**src/rtl/ssp_pkg.sv**
```systemverilog
package ssp_pkg;
  localparam int FRAME_W = 16;
  localparam int SIZE_W  = 4;
  localparam int REG_AW  = 3;
  localparam int DIV_W   = 8;

  typedef enum logic [REG_AW-1:0] {
    RG_FMT   = 3'd0,
    RG_CTL   = 3'd1,
    RG_DATA  = 3'd2,
    RG_STAT  = 3'd3,
    RG_PRESC = 3'd4,
    RG_INT   = 3'd5
  } reg_e;

  localparam int C1_RXIE = 0;
  localparam int C1_TXIE = 1;
  localparam int C1_ORIE = 2;
  localparam int C1_LOOP = 3;
  localparam int C1_EN   = 4;
  localparam int C1_W    = 5;
endpackage

```
**src/rtl/ssp_fifo.sv**
```systemverilog
module ssp_fifo #(
  parameter int WIDTH = 16,
  parameter int DEPTH = 8
) (
  input  logic                           clk,
  input  logic                           rst,
  input  logic                           push,
  input  logic [WIDTH-1:0]               wdata,
  input  logic                           pop,
  output logic [WIDTH-1:0]               rdata,
  output logic [$clog2(DEPTH+1)-1:0]     count,
  output logic                           empty,
  output logic                           full
);
  localparam int AW = (DEPTH > 1) ? $clog2(DEPTH) : 1;
  localparam int CW = $clog2(DEPTH + 1);

  logic [WIDTH-1:0] mem [DEPTH];
  logic [AW-1:0]    wp, rp;
  logic [CW-1:0]    cnt;
  logic             do_push, do_pop;

  assign full    = (cnt == CW'(DEPTH));
  assign empty   = (cnt == '0);
  assign do_push = push && !full;
  assign do_pop  = pop && !empty;
  assign rdata   = mem[rp];
  assign count   = cnt;

  always_ff @(posedge clk) begin
    if (do_push) mem[wp] <= wdata;
  end

  always_ff @(posedge clk) begin
    if (rst) begin
      wp  <= '0;
      rp  <= '0;
      cnt <= '0;
    end else begin
      if (do_push) wp <= (wp == AW'(DEPTH - 1)) ? '0 : wp + 1'b1;
      if (do_pop)  rp <= (rp == AW'(DEPTH - 1)) ? '0 : rp + 1'b1;
      case ({do_push, do_pop})
        2'b10:   cnt <= cnt + 1'b1;
        2'b01:   cnt <= cnt - 1'b1;
        default: cnt <= cnt;
      endcase
    end
  end
endmodule

```
**src/rtl/ssp_clkdiv.sv**
```systemverilog
module ssp_clkdiv #(
  parameter int PRE_W  = 7,
  parameter int POST_W = 8
) (
  input  logic              clk,
  input  logic              rst,
  input  logic              run,
  input  logic [PRE_W-1:0]  half_pre,
  input  logic [POST_W-1:0] post,
  output logic              tick
);
  logic [PRE_W-1:0]  pre_cnt;
  logic [POST_W-1:0] post_cnt;
  logic [PRE_W-1:0]  pre_max;
  logic              pre_wrap;

  assign pre_max  = half_pre - 1'b1;
  assign pre_wrap = (pre_cnt == pre_max);
  assign tick     = run && pre_wrap && (post_cnt == post);

  always_ff @(posedge clk) begin
    if (rst || !run) begin
      pre_cnt  <= '0;
      post_cnt <= '0;
    end else if (pre_wrap) begin
      pre_cnt  <= '0;
      post_cnt <= (post_cnt == post) ? '0 : post_cnt + 1'b1;
    end else begin
      pre_cnt <= pre_cnt + 1'b1;
    end
  end
endmodule

```
**src/rtl/ssp_shifter.sv**
```systemverilog
module ssp_shifter #(
  parameter int FRAME_W = 16,
  parameter int SIZE_W  = 4
) (
  input  logic               clk,
  input  logic               rst,
  input  logic               en,
  input  logic               cpol,
  input  logic               cpha,
  input  logic               loopback,
  input  logic [SIZE_W-1:0]  size,
  input  logic               miso,
  input  logic               tx_avail,
  input  logic [FRAME_W-1:0] tx_word,
  input  logic               tick,
  output logic               tx_take,
  output logic               rx_done,
  output logic [FRAME_W-1:0] rx_word,
  output logic               active,
  output logic               sclk_o,
  output logic               mosi_o
);
  localparam int CNT_W = SIZE_W + 1;
  localparam logic [SIZE_W-1:0] TOP = SIZE_W'(FRAME_W - 1);

  logic [FRAME_W-1:0] tx_sh, rx_sh, mask;
  logic [CNT_W-1:0]   ecnt, last;
  logic               rx_in, leading, do_sample, do_shift;

  assign last      = {size, 1'b1};
  assign rx_in     = loopback ? tx_sh[FRAME_W-1] : miso;
  assign leading   = !ecnt[0];
  assign do_sample = cpha ? !leading : leading;
  assign do_shift  = cpha ? (leading && (ecnt != '0)) : !leading;
  assign tx_take   = en && !active && tx_avail;
  assign rx_done   = en && active && tick && (ecnt == last);
  assign mask      = {FRAME_W{1'b1}} >> (TOP - size);
  assign rx_word   = (cpha ? {rx_sh[FRAME_W-2:0], rx_in} : rx_sh) & mask;
  assign mosi_o    = tx_sh[FRAME_W-1];

  always_ff @(posedge clk) begin
    if (rst) begin
      active <= 1'b0;
      sclk_o <= 1'b0;
      tx_sh  <= '0;
      rx_sh  <= '0;
      ecnt   <= '0;
    end else if (!en) begin
      active <= 1'b0;
      sclk_o <= cpol;
      ecnt   <= '0;
    end else if (!active) begin
      sclk_o <= cpol;
      ecnt   <= '0;
      if (tx_avail) begin
        active <= 1'b1;
        tx_sh  <= tx_word << (TOP - size);
        rx_sh  <= '0;
      end
    end else if (tick) begin
      sclk_o <= !sclk_o;
      ecnt   <= ecnt + 1'b1;
      if (do_sample) rx_sh <= {rx_sh[FRAME_W-2:0], rx_in};
      if (do_shift)  tx_sh <= tx_sh << 1;
      if (ecnt == last) active <= 1'b0;
    end
  end
endmodule

```
**src/rtl/ssp_master.sv**
```systemverilog
module ssp_master
  import ssp_pkg::*;
#(
  parameter int FIFO_DEPTH = 8
) (
  input  logic               clk,
  input  logic               rst,
  input  logic [REG_AW-1:0]  bus_addr,
  input  logic               bus_wr,
  input  logic               bus_rd,
  input  logic [FRAME_W-1:0] bus_wdata,
  output logic [FRAME_W-1:0] bus_rdata,
  output logic               sclk,
  output logic               mosi,
  input  logic               miso,
  output logic               irq
);
  localparam int CNT_W = $clog2(FIFO_DEPTH + 1);
  localparam int HALF  = FIFO_DEPTH / 2;

  logic [SIZE_W-1:0]  size_q, size_eff;
  logic               cpha_q, cpol_q;
  logic [DIV_W-1:0]   scr_q;
  logic [DIV_W-2:0]   half_q;
  logic [C1_W-1:0]    ctl_q;
  logic               ovr_q;

  logic               tx_take, tx_empty, tx_full;
  logic [FRAME_W-1:0] tx_head;
  logic [CNT_W-1:0]   tx_cnt;
  logic               rx_done, rx_empty, rx_full, rx_pop;
  logic [FRAME_W-1:0] rx_word, rx_head;
  logic [CNT_W-1:0]   rx_cnt;
  logic               active, tick, port_en, int_clr;
  logic               rx_req, tx_req, ovr_req, busy;
  logic [FRAME_W-1:0] fmt_word, stat_word, int_word;

  assign port_en  = ctl_q[C1_EN];
  assign size_eff = (size_q < SIZE_W'(3)) ? SIZE_W'(3) : size_q;
  assign int_clr  = bus_wr && (bus_addr == RG_INT);
  assign rx_pop   = bus_rd && (bus_addr == RG_DATA) && !rx_empty;
  assign busy     = active || !tx_empty;
  assign rx_req   = ctl_q[C1_RXIE] && (rx_cnt >= CNT_W'(HALF));
  assign tx_req   = ctl_q[C1_TXIE] && (tx_cnt <= CNT_W'(HALF));
  assign ovr_req  = ctl_q[C1_ORIE] && ovr_q;

  assign fmt_word  = {scr_q, cpol_q, cpha_q, 2'b00, size_q};
  assign stat_word = {{(FRAME_W-5){1'b0}}, busy, rx_full, !rx_empty, !tx_full, tx_empty};
  assign int_word  = {{(FRAME_W-3){1'b0}}, ovr_req, tx_req, rx_req};

  ssp_fifo #(.WIDTH(FRAME_W), .DEPTH(FIFO_DEPTH)) u_txq (
    .clk(clk), .rst(rst),
    .push(bus_wr && (bus_addr == RG_DATA)), .wdata(bus_wdata),
    .pop(tx_take), .rdata(tx_head),
    .count(tx_cnt), .empty(tx_empty), .full(tx_full)
  );

  ssp_fifo #(.WIDTH(FRAME_W), .DEPTH(FIFO_DEPTH)) u_rxq (
    .clk(clk), .rst(rst),
    .push(rx_done), .wdata(rx_word),
    .pop(rx_pop), .rdata(rx_head),
    .count(rx_cnt), .empty(rx_empty), .full(rx_full)
  );

  ssp_clkdiv #(.PRE_W(DIV_W-1), .POST_W(DIV_W)) u_div (
    .clk(clk), .rst(rst), .run(active),
    .half_pre(half_q), .post(scr_q), .tick(tick)
  );

  ssp_shifter #(.FRAME_W(FRAME_W), .SIZE_W(SIZE_W)) u_shift (
    .clk(clk), .rst(rst), .en(port_en),
    .cpol(cpol_q), .cpha(cpha_q), .loopback(ctl_q[C1_LOOP]),
    .size(size_eff), .miso(miso),
    .tx_avail(!tx_empty), .tx_word(tx_head), .tick(tick),
    .tx_take(tx_take), .rx_done(rx_done), .rx_word(rx_word),
    .active(active), .sclk_o(sclk), .mosi_o(mosi)
  );

  always_ff @(posedge clk) begin
    if (rst) begin
      size_q <= '0;
      cpha_q <= 1'b0;
      cpol_q <= 1'b0;
      scr_q  <= '0;
      half_q <= (DIV_W-1)'(1);
      ctl_q  <= '0;
    end else if (bus_wr) begin
      case (bus_addr)
        RG_FMT: begin
          size_q <= bus_wdata[SIZE_W-1:0];
          cpha_q <= bus_wdata[6];
          cpol_q <= bus_wdata[7];
          scr_q  <= bus_wdata[15:8];
        end
        RG_CTL:   ctl_q  <= bus_wdata[C1_W-1:0];
        RG_PRESC: half_q <= (bus_wdata[7:1] == '0) ? (DIV_W-1)'(1) : bus_wdata[7:1];
        default: ;
      endcase
    end
  end

  always_ff @(posedge clk) begin
    if (rst) ovr_q <= 1'b0;
    else if (rx_done && rx_full) ovr_q <= 1'b1;
    else if (int_clr) ovr_q <= 1'b0;
  end

  always_ff @(posedge clk) begin
    if (rst) begin
      bus_rdata <= '0;
      irq       <= 1'b0;
    end else begin
      irq <= |int_word;
      if (bus_rd) begin
        case (bus_addr)
          RG_FMT:   bus_rdata <= fmt_word;
          RG_CTL:   bus_rdata <= {{(FRAME_W-C1_W){1'b0}}, ctl_q};
          RG_DATA:  bus_rdata <= rx_empty ? '0 : rx_head;
          RG_STAT:  bus_rdata <= stat_word;
          RG_PRESC: bus_rdata <= {{(FRAME_W-DIV_W){1'b0}}, half_q, 1'b0};
          RG_INT:   bus_rdata <= int_word;
          default:  bus_rdata <= '0;
        endcase
      end
    end
  end
endmodule

```
**config.mk**
```make
export PLATFORM = sky130hd
export DESIGN_NAME = ssp_master
export DESIGN_NICKNAME = d
export VERILOG_FILES = /design/src/rtl/ssp_pkg.sv /design/src/rtl/ssp_fifo.sv /design/src/rtl/ssp_clkdiv.sv /design/src/rtl/ssp_shifter.sv /design/src/rtl/ssp_master.sv
export SDC_FILE = /design/constraint.sdc
export NUM_CORES = 1
export LEC_CHECK = 0
export BUFFER_PORTS_ARGS = -buffer_cell sky130_fd_sc_hd__clkbuf_2
export CORE_ASPECT_RATIO = 1.75
export CORE_MARGIN = 2
export CORE_UTILIZATION = 55
export CTS_CLUSTER_SIZE = 12
export DETAILED_ROUTE_END_ITERATION = 16
export PLACE_DENSITY_LB_ADDON = 0.12
export SETUP_SLACK_MARGIN = 0.02
export SYNTH_ARGS = -nofsm -noshare
export SYNTH_HDL_FRONTEND = slang
export SYNTH_SLANG_ARGS = --single-unit
```
**constraint.sdc**
```tcl
create_clock -name clk -period 5.4 [get_ports clk]
set_input_delay 0 -clock clk [delete_from_list [all_inputs] [get_ports clk]]
set_output_delay 0 -clock clk [all_outputs]
set_load 0.05 [all_outputs]
```
**After elaboration in Yosys (flattened, before gate mapping)**

Memories as Yosys holds them, arrays and structs flattened. A register that Yosys moved wholly into a read port is not among the register bits.
Index checks and enable logic that the tools add are counted.

- Add/subtract/negate cells: 13
- $lt $le $gt $ge: 3
- Equal/unequal tests: 23
- Shifts and indexed selects: 2
- Mux-type cells: 40
- Bitwise gates (word level): 3
- Reduce and logical (&&, ||, !) cells: 46

Operators by type and width:

| kind | count |
|---|---|
| 16-bit 2-to-1 mux | 10 |
| 16-bit one-hot mux with 6 select lines | 1 |
| 3-bit 2-to-1 mux | 8 |
| 1-bit logical AND | 20 |
| 3-bit equality test (second input constant) | 6 |
| 16-bit bitwise AND | 1 |
| 1-bit 2-to-1 mux | 16 |
| 4-bit one-hot mux with 2 select lines | 2 |
| 16-bit by 4-bit << shifter with 16-bit output | 1 |
| 16-bit by 4-bit >> shifter with 16-bit output (first input constant) | 1 |
| 3-bit by 1-bit adder with 3-bit output (second input constant) | 4 |
| 4-bit by 1-bit adder with 4-bit output (second input constant) | 2 |
| 8-bit by 1-bit adder with 8-bit output (second input constant) | 1 |
| 4-bit equality test (second input constant) | 2 |
| 8-bit equality test | 1 |
| 4-bit logical NOT | 2 |
| 8-bit 2-to-1 mux | 1 |
| 4-bit AND reduction | 2 |
| 4-bit by 1-bit subtractor with 4-bit output (second input constant) | 2 |
| 7-bit by 1-bit adder with 7-bit output (second input constant) | 1 |
| 7-bit equality test | 1 |
| 1-bit logical NOT | 7 |
| 7-bit logical NOT | 1 |
| 7-bit 2-to-1 mux | 1 |
| other kinds (23) | 36 |

- Bits in registers: 118
- Bits in writable memories: 256
- Bits of input ports: 24
- Output and inout port bits: 19
- Logic and storage cells: 154
- Memories: 2

Memory list:

| memory | words | bits a word | read ports | clocked after Yosys merged registers in | wr ports | RTL line | RTL |
|---|---|---|---|---|---|---|---|
| u_rxq.mem | 8 | 16 | 1 | 1 | 1 | ssp_fifo.sv:18 | `logic [WIDTH-1:0] mem [DEPTH];` |
| u_txq.mem | 8 | 16 | 1 | 1 | 1 | ssp_fifo.sv:18 |  |

**Longest topological paths before layout**

- Depth in word-level cells: 9
- Mapped depth: 18
- Depth with buffers taken out: 16

**By module**

Synthesis repeated with hierarchy kept, for this count alone.

- Cell total of the unflattened synthesis: 1235
- Area total of the unflattened synthesis: 16879.9 um^2

Modules (own cells, without submodules):

| module | instances | cells each | area an instance (um^2) | sequential area each (um^2) |
|---|---|---|---|---|
| ssp_fifo | 2 | 264 | 5509.0 | 4103.9 |
| ssp_shifter | 1 | 330 | 2675.1 | 780.7 |
| ssp_master | 1 | 249 | 2120.8 | 880.8 |
| ssp_clkdiv | 1 | 128 | 1066.0 | 300.3 |

**Worst setup path before layout**

OpenSTA, ideal clock, no wires.

- Path kind: reg2reg
- From: register half_q[0]
- To: memory u_rxq.mem[0][0], enable pin
- Setup time: 0.431 ns
- Arrival time: 3.744 ns
- Required time: 4.969 ns
- Setup slack: 1.225 ns
- Cell stages (with the launch flop): 11
- Path buffers: 1
- Period minus slack after synthesis: 4.175 ns
- Cell sequence: dfxtp_1 inv_1 ha_1 clkbuf_2 o21ba_1 a221oi_2 o2111a_1 nand3_2 nor3_4 nand4b_2 nor4_1

- Cells in the longest elaborated chain, start to end: 9

Ends and longest elaborated chain:

| item | RTL line | RTL |
|---|---|---|
| start: declaration | ssp_master.sv:24 | `logic [DIV_W-2:0] half_q;` |
| start signal: assignment | ssp_master.sv:85 | `half_q <= (DIV_W-1)'(1);` |
| start signal: assignment | ssp_master.sv:96 | `RG_PRESC: half_q <= (bus_wdata[7:1] == '0) ? (DIV_W-1)'(1) : bus_wdata[7:1];` |
| 7-bit by 1-bit subtractor with 7-bit output | ssp_clkdiv.sv:17 | `assign pre_max = half_pre - 1'b1;` |
| 7-bit equality test | ssp_clkdiv.sv:18 | `assign pre_wrap = (pre_cnt == pre_max);` |
| 1-bit logical AND (2 in a row) | ssp_clkdiv.sv:19 | `assign tick = run && pre_wrap && (post_cnt == post);` |
| 1-bit logical AND (2 in a row) | ssp_shifter.sv:36 | `assign rx_done = en && active && tick && (ecnt == last);` |
| 1-bit logical AND | ssp_fifo.sv:25 | `assign do_push = push && !full;` |
| 1-bit 2-to-1 mux | ssp_fifo.sv:31 | `if (do_push) mem[wp] <= wdata;` |
| 1-bit 2-to-1 mux (not written as such) | ssp_fifo.sv:31 |  |
| end: declaration | ssp_fifo.sv:18 |  |

Every way passes these cells.

**Worst setup path after layout**

- From: register half_q[0]
- To: register u_rxq.cnt[2] (netlist: u_rxq.count[2])

- Cells in the longest elaborated chain, start to end: 9
- Elaborated cells between the ends (all ways): 11
- Those cells by class: add/sub (1); eq/ne (3); mux (1); reduce/logical (6)

Ends and longest elaborated chain:

| item | RTL line | RTL |
|---|---|---|
| 7-bit by 1-bit subtractor with 7-bit output (*) | ssp_clkdiv.sv:17 |  |
| 7-bit equality test (*) | ssp_clkdiv.sv:18 |  |
| 1-bit logical AND (*) (2 in a row) | ssp_clkdiv.sv:19 |  |
| 1-bit logical AND (*) (2 in a row) | ssp_shifter.sv:36 |  |
| 1-bit logical AND (*) | ssp_fifo.sv:25 |  |
| 2-bit by 1-bit equality test with 1-bit output or 2-bit equality test (tied branches) | ssp_fifo.sv:42 | `case ({do_push, do_pop})` |
| 4-bit one-hot mux with 2 select lines or 2-bit nonzero test (tied branches) | n/a |  |
| end signal: assignment | ssp_fifo.sv:43 | `2'b10: cnt <= cnt + 1'b1;` |
| end signal: assignment | ssp_fifo.sv:44 | `2'b01: cnt <= cnt - 1'b1;` |
| end signal: assignment | ssp_fifo.sv:45 | `default: cnt <= cnt;` |
| end: declaration | ssp_fifo.sv:20 | `logic [CW-1:0] cnt;` |

Mark *: on every way between the ends. The rest lies on a longest branch, timed or not.
A chain may end at the register's enable or synchronous reset.

==> impl_metrics.py <==
metrics = {
    "sta": {
        "fin_skew_ns": 0.0198,
        "fmax_mhz": 245,
        "grt_setup_unrepaired": "false",
        "tightestPinTransition_ns": 1.07,
        "setup_viol": 0,
        "period_share_pct": 75.7,
        "relSlewSlack_pct": 28.5,
        "min_period_ns": 4.09,
        "hold_violations": 0,
        "setup_tns_ns": 0,
        "drv_slew": 0,
    },
    "floorplan": {
        "die-area_sq_mm": 0.0320,
        "die_h_um": 235,
        "core_sq_mm": 0.0301,
        "num_io_pins": 43,
        "die_w_um": 136,
        "rows": 84,
        "initial_core_util_pct": 55.8,
    },
    "global_route": {
        "grt_pass1_vias": 10700,
        "grt_pass1_wl_um": 63200,
        "antenna_found_initial": 0,
        "grt_max_degree": 54,
        "grt.overflow.total": 0,
        "grt.total_usage_pct": 26.3,
    },
    "worst_setup_path": {
        "rr_worst_depth": 15,
        "crit_slowest_cell": "dfxtp_1",
        "crit_path_end_kind": "flop",
        "crit_required_ns": 5.85,
        "arrival_ns": 4.54,
        "reg2reg_to": "u_rxq.count[2]$_SDFFE_PP0P_",
        "reg2reg_slack_ns": 1.31,
        "critical_path.top_delay_family": "simple AND/OR/NAND/NOR gates",
        "worstPathCellList": "inv_1 > ha_1 > o21ba_1 > a221oi_2 > o2111a_1 > nand3_2 > nor3_4 > nand4b_2 > ha_1 > xor2_1 > ha_1 > a21oi_1 > xor2_1 > or3_1 > a21oi_1",
        "cp-start-kind": "flop",
        "reg2reg_from": "half_q[0]$_SDFFE_PP1P_",
        "path_class": "flop to flop",
        "crit_buf_inv": 1,
        "slowest_delay_ns": 0.44,
        "path_max_fanout": 10,
        "path_common_cell": "ha_1",
    },
    "cts": {
        "insertion_delay_ns": 0.54,
        "clk_path_buf_depth": 3,
        "htreeDepth": 2,
        "cts_made_buffers": 38,
        "cts_resized": 0,
        "clk_root_buffer_cell": "clkbuf_16",
        "cts_tree": "built",
        "clock_sinks": 380,
        "clk_pin_slew_ns": 0.06,
    },
    "power_and_ir_drop": {
        "swShare_pct": 20.9,
        "p_sw_w": 0.00122,
        "pwr-share-clk_pct": 42.7,
        "p_seq_share_pct": 53.6,
        "pwr_density_cell_mw_per_mm2": 309,
        "leakage_nw": 5.69,
        "pwr-share-comb_pct": 3.6,
        "vdd_drop_max_uv": 305,
        "p_int_w": 0.00459,
    },
    "synth": {
        "yosysWarnings": 0,
        "synth_area_leader_cell": "edfxtp_1",
        "yosysSeqAreaShare_pct": 60.6,
        "synth-adder-area-share_pct": 1.54,
        "synth_compound_area_share_pct": 9.30,
        "synth-simple-area-share_pct": 10.2,
        "synth-main-ff-cell": "edfxtp_1",
        "synth_edf_count": 256,
        "synth_xor_area_share_pct": 2.28,
        "synthMuxAreaShare_pct": 13.0,
        "avgSynthCellArea_sq_um": 13.3,
        "synth_async_sr_flop_share_pct": 0,
        "yosysUniqueCellTypes": 90,
        "syn_area_sq_mm": 0.0168,
        "syn_nets": 1301,
        "ys_top_cells_by_area": "edfxtp_1 (46%), dfxtp_1 (15%), mux4_2 (8.2%), nand2_1 (2.4%), nor2_1 (2.4%)",
        "netlist_instances": 1257,
        "synth-seq-cells": 380,
        "netlist.area_leader.share_pct": 45.8,
        "synth_top_family_by_area": "multiplexers",
    },
    "layout": {
        "nets": 1360,
        "insertedDiodeCount": 0,
        "final_core_util_pct": 62.4,
        "area_growth_pct": 11.8,
        "drive_above_1_share_pct": 18.9,
    },
    "hold_path": {
        "hold_depth": 4,
        "worstHoldStart": "bus_addr[1]",
        "hold_class": "primary input to flop",
        "hold_end": "bus_rdata[2]$_SDFFE_PP0P_",
    },
    "drt": {
        "drc": 0,
        "via_count": 10800,
        "drt-pass1-iter-count": 7,
        "postRouteAntennaNets": 0,
        "wl_um": 40800,
        "wl_per_cell_um": 23.6,
        "routed_via_density": 6.21,
        "drt_iter0_drc": 796,
    },
    "run": {
        "cap_violations": 0,
    },
    "placed_design": {
        "hpwl_um": 28300,
        "port_buffers": 42,
        "place.gp.congestion": 1.00,
    },
    "outcome": {
        "status": "finished clean",
    },
}
-- how the worst max path moves through the flow --
stage	from	cells after the start	slack [ns]	to
3_5_place_dp	half_q[0]$_SDFFE_PP1P_	15	1.35	u_rxq.count[2]$_SDFFE_PP0P_
4_1_cts	half_q[0]$_SDFFE_PP1P_	15	1.28	u_rxq.count[2]$_SDFFE_PP0P_
5_1_grt	half_q[0]$_SDFFE_PP1P_	15	0.97	u_rxq.count[2]$_SDFFE_PP0P_
3_3_place_gp	half_q[0]$_SDFFE_PP1P_	15	1.50	u_rxq.count[2]$_SDFFE_PP0P_
6_report	half_q[0]$_SDFFE_PP1P_	15	1.31	u_rxq.count[2]$_SDFFE_PP0P_
2_1_floorplan	half_q[0]$_SDFFE_PP1P_	10	1.23	u_rxq.mem[0][0]$_DFFE_PP_
-- power groups by stage --
stage	Sequential [W]	Combinational, W	Clock [W]
3_5_place_dp	0.00317	0.000199	0
5_1_grt	0.00311	0.000226	0.00264
6_report	0.00311	0.000211	0.00248
3_3_place_gp	0.00317	0.000198	0
4_1_cts	0.00311	0.000211	0.00254
2_1_floorplan	0.00319	0.000104	0
-- cell usage in the layout, fill, tap and decap left out, types with 7 or more instances in the layout --
cell type | Yosys | layout
a211oi_1 | 26 | 26
a21oi_1 | 58 | 58
a22oi_1 | 15 | 15
buf_4 | 7 | 36
clkbuf_1 | 48 | 24
clkbuf_16 | 0 | 40
clkbuf_2 | 1 | 41
dfxtp_1 | 124 | 122
dlygate4sd3_1 | 0 | 18
edfxtp_1 | 256 | 256
ha_1 | 19 | 19
inv_1 | 32 | 32
mux2_2 | 28 | 28
mux2i_1 | 39 | 39
mux4_2 | 61 | 61
nand2_1 | 108 | 108
nand2b_1 | 9 | 9
nand3_1 | 28 | 28
nand4_1 | 10 | 10
nor2_1 | 106 | 106
nor2b_1 | 7 | 7
nor3_1 | 24 | 20
o211ai_1 | 8 | 8
o21ai_0 | 20 | 20
o21ai_1 | 19 | 19
or3_1 | 7 | 7
xnor2_1 | 23 | 23
xor2_1 | 18 | 18
-- worst min-delay path: stages --
cell and delay, ns:
clkbuf_2 0.22, o221ai_1 0.14, o21ai_0 0.09, nor2_1 0.04
-- synthesized netlist by cell type (7+ instances only) --
cell      instances
xor2_1           18
a21oi_1          58
dfxtp_1         124
xnor2_1          23
nand3_1          28
nor3b_1           7
edfxtp_1        256
a22oi_1          15
nor4_1           10
inv_1            32
mux2i_1          39
clkbuf_1         48
buf_2            13
buf_4             7
o21ai_1          19
nor3_1           24
o21ai_0          20
mux4_2           61
mux2_2           28
a211oi_1         26
nor2b_1           7
nor2_1          106
nand2b_1          9
or3_1             7
nand4_1          10
nand2_1         108
ha_1             19
o211ai_1          8
-- per-stage QoR --
| step | cells | power [W] | setup slack [ns] | hold WS [ns] | instance area, sq um |
|---|---|---|---|---|---|
| floorplan | 1257 | 0.00330 | 1.23 | 0.0989 | 16800 |
| global placement | 1645 | 0.00337 | 1.50 | 0.307 | 17400 |
| detailed placement | 1645 | 0.00337 | 1.35 | 0.330 | 17400 |
| CTS | 1731 | 0.00586 | 1.28 | 0.000510 | 18800 |
| global route | 1731 | 0.00598 | 0.969 | 0.0345 | 18800 |
| finish | 1731 | 0.00580 | 1.31 | 0.00857 | 18800 |
-- final cells by class --
| type | count | area (sq um) |
|---|---|---|
| timing repair buffer | 96 | 661 |
| fill | 2359 | 11300 |
| clock inverter | 4 | 48.8 |
| multi-input combinational | 768 | 6180 |
| inverter | 32 | 120 |
| clock buffer | 64 | 1090 |
| sequential | 380 | 10200 |
| tap | 387 | 484 |
-- registers in the layout, summed over array words and instances (netlist names), 8 cells and up, named ones only --
name,count
u_div.post_cnt,8
bus_rdata,16
u_shift.tx_sh,16
scr_q,8
u_txq.mem,128
u_rxq.mem,128
u_shift.rx_sh,16
-- per-layer routing --
metal / up-vias / share of wire (%) / global-route usage, %
met1: 5426 / 37 / 30.3
li1: 4915 / - / -
met4: 0 / 4.3 / 11.2
met3: 108 / 3.8 / 3.56
met5: - / 0 / 0
met2: 303 / 55 / 48.0
-- cells by family (layout without fill, tap and decap cells) --
family | count (synthesis) | count (layout)
buffers and inverters | 109 | 196
adder cells (fa/ha/maj) | 20 | 20
multiplexers | 134 | 134
AND/OR/NAND/NOR | 352 | 352
AO/OA/AOI/OAI | 220 | 220
flip-flops | 380 | 380
XOR/XNOR | 42 | 42
-- what timing repair did --
item | CTS | global route
hold buffers | 18 | 0
buffers inserted | 0 | 0
hold endpoints to repair | 156 | 0
(Power assumes the default switching activity.)
